File: src/rtl/cmos_lock_pkg.sv
package cmos_lock_pkg;
    localparam int AW     = 7;
    localparam int DW     = 8;
    localparam int NWIN   = 2;
    localparam int WIN_LG = 3;
    localparam int STS_CENT = 7;
    localparam int STS_PWR  = 2;

    // Window base indices; entry w is guarded by lock bit w
    localparam logic [NWIN-1:0][AW-1:0] WIN_BASE = {7'h78, 7'h38};
    localparam logic [AW-1:0] YEAR_IDX = 7'h09;
    localparam logic [DW-1:0] YEAR_LAST = 8'h99;
    localparam logic [DW-1:0] YEAR_FIRST = 8'h00;

    typedef struct packed {
        logic [AW-1:0]   idx;
        logic [NWIN-1:0] lock;
        logic            cent;
        logic            pwr;
        logic            smi;
    } ctl_t;
endpackage

File: src/rtl/cmos_ram_array.sv
module cmos_ram_array #(
    parameter int AW  = 7,
    parameter int DW  = 8,
    parameter int TAP = 9
) (
    input  logic          clk,
    input  logic          we,
    input  logic [AW-1:0] addr,
    input  logic [DW-1:0] wdata,
    output logic [DW-1:0] rdata,
    output logic [DW-1:0] tap_rdata
);
    localparam int DEPTH = 1 << AW;
    localparam logic [AW-1:0] TAP_A = AW'(TAP);

    // No reset: contents persist across every reset
    logic [DW-1:0] mem_q [DEPTH];

    always_ff @(posedge clk) begin
        if (we) begin
            mem_q[addr] <= wdata;
        end
    end

    assign rdata     = mem_q[addr];
    assign tap_rdata = mem_q[TAP_A];
endmodule

File: src/rtl/cmos_win_decode.sv
module cmos_win_decode #(
    parameter int AW     = 7,
    parameter int NWIN   = 2,
    parameter int WIN_LG = 3,
    parameter logic [NWIN-1:0][AW-1:0] BASES = '0
) (
    input  logic [AW-1:0]   addr,
    output logic [NWIN-1:0] hit
);
    generate
        for (genvar w = 0; w < NWIN; w++) begin : g_win
            assign hit[w] = (addr[AW-1:WIN_LG] == BASES[w][AW-1:WIN_LG]);
        end
    endgenerate
endmodule

File: src/rtl/cmos_lock_ram.sv
module cmos_lock_ram
    import cmos_lock_pkg::*;
#(
    parameter logic [7:0] LOCK_FILL = 8'hFF
) (
    input  logic       clk,
    input  logic       hard_rst_n,
    input  logic       rtc_rst_n,
    input  logic       sleep_state,
    input  logic       idx_we,
    input  logic       data_we,
    input  logic [7:0] host_wdata,
    output logic [7:0] host_rdata,
    input  logic       cfg_we,
    input  logic [1:0] cfg_wdata,
    output logic [1:0] cfg_rdata,
    input  logic       sts_we,
    input  logic [7:0] sts_wdata,
    output logic [7:0] sts_rdata,
    output logic       smi_req
);
    ctl_t st_q, st_d;

    logic [NWIN-1:0] win_hit;
    logic            blocked;
    logic            ram_we;
    logic [DW-1:0]   ram_rdata;
    logic [DW-1:0]   year_now;
    logic            rollover;

    cmos_win_decode #(
        .AW(AW), .NWIN(NWIN), .WIN_LG(WIN_LG), .BASES(WIN_BASE)
    ) u_dec (
        .addr (st_q.idx),
        .hit  (win_hit)
    );

    cmos_ram_array #(
        .AW(AW), .DW(DW), .TAP(int'(YEAR_IDX))
    ) u_ram (
        .clk       (clk),
        .we        (ram_we),
        .addr      (st_q.idx),
        .wdata     (host_wdata),
        .rdata     (ram_rdata),
        .tap_rdata (year_now)
    );

    assign blocked  = |(win_hit & st_q.lock);
    assign ram_we   = data_we & ~blocked;
    assign rollover = ram_we && (st_q.idx == YEAR_IDX)
                      && (year_now == YEAR_LAST) && (host_wdata == YEAR_FIRST);

    always_comb begin
        st_d     = st_q;
        st_d.smi = 1'b0;
        if (idx_we) begin
            st_d.idx = host_wdata[AW-1:0];
        end
        if (cfg_we) begin
            st_d.lock = st_q.lock | cfg_wdata;
        end
        if (sts_we) begin
            if (sts_wdata[STS_CENT]) st_d.cent = 1'b0;
            if (sts_wdata[STS_PWR])  st_d.pwr  = 1'b0;
        end
        if (rollover) begin
            st_d.cent = 1'b1;
            st_d.smi  = ~sleep_state;
        end
        if (!hard_rst_n) begin
            st_d.idx  = '0;
            st_d.lock = '0;
            st_d.smi  = 1'b0;
        end
        if (!rtc_rst_n) begin
            st_d.idx  = '0;
            st_d.lock = '0;
            st_d.cent = 1'b0;
            st_d.pwr  = 1'b1;
            st_d.smi  = 1'b0;
        end
    end

    always_ff @(posedge clk) begin
        st_q <= st_d;
    end

    always_comb begin
        sts_rdata           = '0;
        sts_rdata[STS_CENT] = st_q.cent;
        sts_rdata[STS_PWR]  = st_q.pwr;
    end

    assign host_rdata = blocked ? LOCK_FILL : ram_rdata;
    assign cfg_rdata  = st_q.lock;
    assign smi_req    = st_q.smi;
endmodule

File: config.mk
export PLATFORM = sky130hd
export DESIGN_NAME = cmos_lock_ram
export DESIGN_NICKNAME = d
export VERILOG_FILES = /design/src/rtl/cmos_lock_pkg.sv /design/src/rtl/cmos_ram_array.sv /design/src/rtl/cmos_win_decode.sv /design/src/rtl/cmos_lock_ram.sv
export SDC_FILE = /design/constraint.sdc
export NUM_CORES = 1
export LEC_CHECK = 0
export CORE_MARGIN = 10
export CORE_UTILIZATION = 30
export CTS_BUF_LIST = sky130_fd_sc_hd__clkbuf_4 sky130_fd_sc_hd__clkbuf_8
export DETAILED_ROUTE_END_ITERATION = 12
export PLACE_DENSITY_LB_ADDON = 0.1
export SYNTH_ARGS = -nofsm -noshare
export SYNTH_HDL_FRONTEND = slang
export SYNTH_SLANG_ARGS = --single-unit
File: constraint.sdc
create_clock -name clk -period 3.4 [get_ports clk]
set_input_delay 0.68 -clock clk [delete_from_list [all_inputs] [get_ports clk]]
set_output_delay 0.68 -clock clk [all_outputs]
set_load 0.01 [all_outputs]
==> impl_metrics.py, run 1 <==
metrics = {
    "place": {
        "port_buffers": 32,
        "routabilityCongestion": 0.7632,
        "dp_hpwl_mm": 68.68,
        "dpl.cell_count": 3976,
    },
    "synth": {
        "ys_seq_area_share_pct": 75.93,
        "ys_seq_elements": 1043,
        "synth_edf_count": 1024,
        "synth_warnings": 0,
        "synthArstFlopShare_pct": 0,
        "synth_area_per_cell_um2": 20.73,
        "synth_ff_type": "edfxtp_1",
        "postSynthCellCount": 1978,
        "synth_area_um2": 41000,
        "synthDistinctLibCells": 44,
    },
    "sta": {
        "fin_crit_ns": 4.297,
        "fin_setup_tns_ns": -6.802,
        "fin_skew_ns": 0.03539,
        "drv_slew": 0,
        "finalWorstSetupSlack_ns": -0.8967,
        "rsz0062_at_grt": "yes",
        "relSlewSlack_pct": 29.54,
        "min_period_over_period_pct": 126.4,
        "max_freq_mhz": 232.7,
        "setup_viol": 8,
        "hold_viol": 0,
        "tightest_slew_ns": 1.049,
    },
    "floorplan": {
        "core-area_um2": 135600,
        "rows": 135,
        "start_util_pct": 30.23,
        "die_h_um": 389.7,
        "ios": 45,
        "die_w_um": 389.7,
        "die-area_um2": 151800,
    },
    "critical_path": {
        "end_kind": "primary output",
        "crit_type": "register to primary output",
        "critPathMaxFanout": 7,
        "cp.arrival_ns": 3.62,
        "rr_worst_depth": 7,
        "critPathRequiredTime_ns": 2.72,
        "startpoint_type": "register",
    },
    "clocking": {
        "cts_htree_levels": 4,
        "clkTransAtPathRegs_ns": 0.06,
        "clockBufferDepth": 3,
        "cts_tree": "done",
        "cts_buffers": 181,
        "cts_hold_buf": 0,
        "cts_root_buf": "clkbuf_8",
        "clk_latency_ns": 0.87,
        "cts_sinks": 1043,
    },
    "route": {
        "wl_per_cell_um": 26.42,
        "drt-met1-wl_mm": 52.21,
        "dr.pass1.iters": 5,
        "ant_nets": 0,
        "wl_met2_mm": 54.00,
        "via_count": 20906,
        "remaining_drc_errors": 0,
        "top_layer": "met4",
        "viasPerCell": 4.823,
        "drt_iter0_drc": 1580,
        "wirelength_mm": 114.5,
        "dr_wl_met3_mm": 5.156,
    },
    "finish": {
        "syn_to_final_growth_pct": 22.50,
        "nNetsFinal": 2440,
        "final_cell_count_no_fill": 4335,
        "layout-drive-gt1-share_pct": 36.38,
        "layout_commonest_cell": "edfxtp_1",
        "fin_util_pct": 37.03,
        "final_cell_mix": "edfxtp_1 (1024), buf_4 (281), mux4_2 (212)",
    },
    "outcome": {
        "status": "complete, but fails checks",
        "failed_checks": "negative setup slack",
    },
    "grt": {
        "grt_pass1_wl_mm": 164.5,
        "grt_overflow": 0,
        "grtUsageTotal_pct": 15.02,
        "grt_pass1_vias": 22204,
        "antenna_found_initial": 5,
        "grt_max_degree": 130,
    },
    "power": {
        "vdd_drop_max_mv": 0.3302,
        "power.density_nw_per_um2": 535.2,
        "p_leak_uw": 0.01574,
    },
    "flow_run": {
        "maxCapViolations": 0,
    },
    "worst_hold_path": {
        "min_path_cells": 2,
        "min_path_type": "input port to register",
    },
}
[Yosys cell counts (4+ instances only)]
cell type	n	area (um2)
a22oi_1	54	405.4
a2111oi_0	8	70.07
nor2b_1	16	100.1
clkbuf_1	45	168.9
dfxtp_1	19	380.4
nor2_1	153	574.3
nand3b_1	4	30.03
nand2b_1	6	37.54
buf_2	26	130.1
a211o_1	6	52.55
o211ai_1	4	30.03
edfxtp_1	1024	30750
o21ai_0	7	35.03
buf_4	25	187.7
a21oi_1	32	160.2
buf_1	7	26.28
a31oi_1	8	50.05
nand4_1	9	56.30
nand2_1	36	135.1
or3b_2	5	43.79
a211oi_1	14	105.1
nand3_1	10	50.05
o221ai_1	4	35.03
buf_6	20	225.2
mux2i_1	171	1712
mux4_2	203	4572
mux2_2	9	101.4
buf_8	4	60.06
mux4_1	18	473.0
[metrics by stage]
stage	area, um2	setup slack (ns)	power [uW]	hold slack, ns
floorplan	41020	0.6434	14930	0.4219
global placement	45450	-0.9931	15610	0.4342
detailed placement	45450	-1.035	15630	0.4368
CTS	50110	-1.014	27280	0.2160
global route	50220	-1.031	27930	0.2735
finish	50220	-0.8967	26880	0.3382
[registers in the layout (all words and copies together), names as in the netlist, named ones only]
| signal | flops |
|---|---|
| smi_req | 1 |
| st_q | 7 |
| u_ram.mem_q | 1024 |
| sts_rdata | 2 |
| cfg_rdata | 2 |
[final cells by class]
cell class | count | area [um2]
Antenna cell | 3 | 7.507
Sequential cell | 1043 | 31140
Timing Repair Buffer | 378 | 3899
Fill cell | 12631 | 85420
Multi-Input combinational cell | 810 | 9361
Clock inverter | 71 | 560.5
Tap cell | 1781 | 2228
Clock buffer | 249 | 3020
[per-layer routing]
layer | GRT usage [%] | vias up
met4 | 5.209 | 0
met1 | 20.60 | 11103
met5 | 0 | -
li1 | - | 9064
met2 | 23.71 | 557
met3 | 2.964 | 182
[worst paths after layout]
| kind | end | start | slack (ns) |
|---|---|---|---|
| setup reg to reg | u_ram.mem_q[14][3] | st_q[11] | 0.58 |
| hold reg to reg | sts_rdata[2] | sts_rdata[2] | 0.45 |
| setup / recovery | host_rdata[6] | register | -0.90 |
| hold / removal | sts_rdata[2] | rtc_rst_n | 0.34 |
[report_power, final]
part,internal (uW),total (uW),leakage (uW),switching [uW]
Clock,6270,11400,0.00187,5120
Combinational,542,1320,0.00450,781
Sequential,14100,14200,0.00936,16.7
[cell families (layout without fill, tap and decap cells)]
| group | after synthesis | count (layout) | share of synthesized area (%) |
|---|---|---|---|
| and+or+nand+nor | 257 | 257 | 2.802 |
| muxes | 401 | 401 | 16.73 |
| DFF | 1043 | 1043 | 75.93 |
| buffers and inverters | 130 | 698 | 2.063 |
| other | 1 | 9 | 0.009147 |
| AOI/OAI and AO/OA | 146 | 146 | 2.466 |
[timing repair]
action	in CTS	in global routing
pin swaps	15	7
endpoints found under the setup margin	8	8
cloned	13	0
resized for setup	134	22
setup buffers	24	1
[critical path, stage by stage (launching register included)]
cell      delay, ns
dfxtp_4        0.37
buf_12         0.13
buf_12         0.14
buf_12         0.13
buf_16         0.14
mux4_2         0.29
mux4_2         0.54
mux2i_1        0.18
nor2_1         0.10
a211oi_4       0.31
a31oi_1        0.11
buf_4          0.16
buf_2          0.14
No activity file was read; power rests on OpenSTA's default activity.
==> run 2: changes to the inputs <==
--- a/config.mk
+++ b/config.mk
@@ -5,6 +5,7 @@
 export SDC_FILE = /design/constraint.sdc
 export NUM_CORES = 1
 export LEC_CHECK = 0
+export CAP_MARGIN = 20
 export CORE_MARGIN = 10
 export CORE_UTILIZATION = 30
 export CTS_BUF_LIST = sky130_fd_sc_hd__clkbuf_4 sky130_fd_sc_hd__clkbuf_8
==> results of run 2 <==
No change in the layout: final DEF, timing and power equal those of run 1.
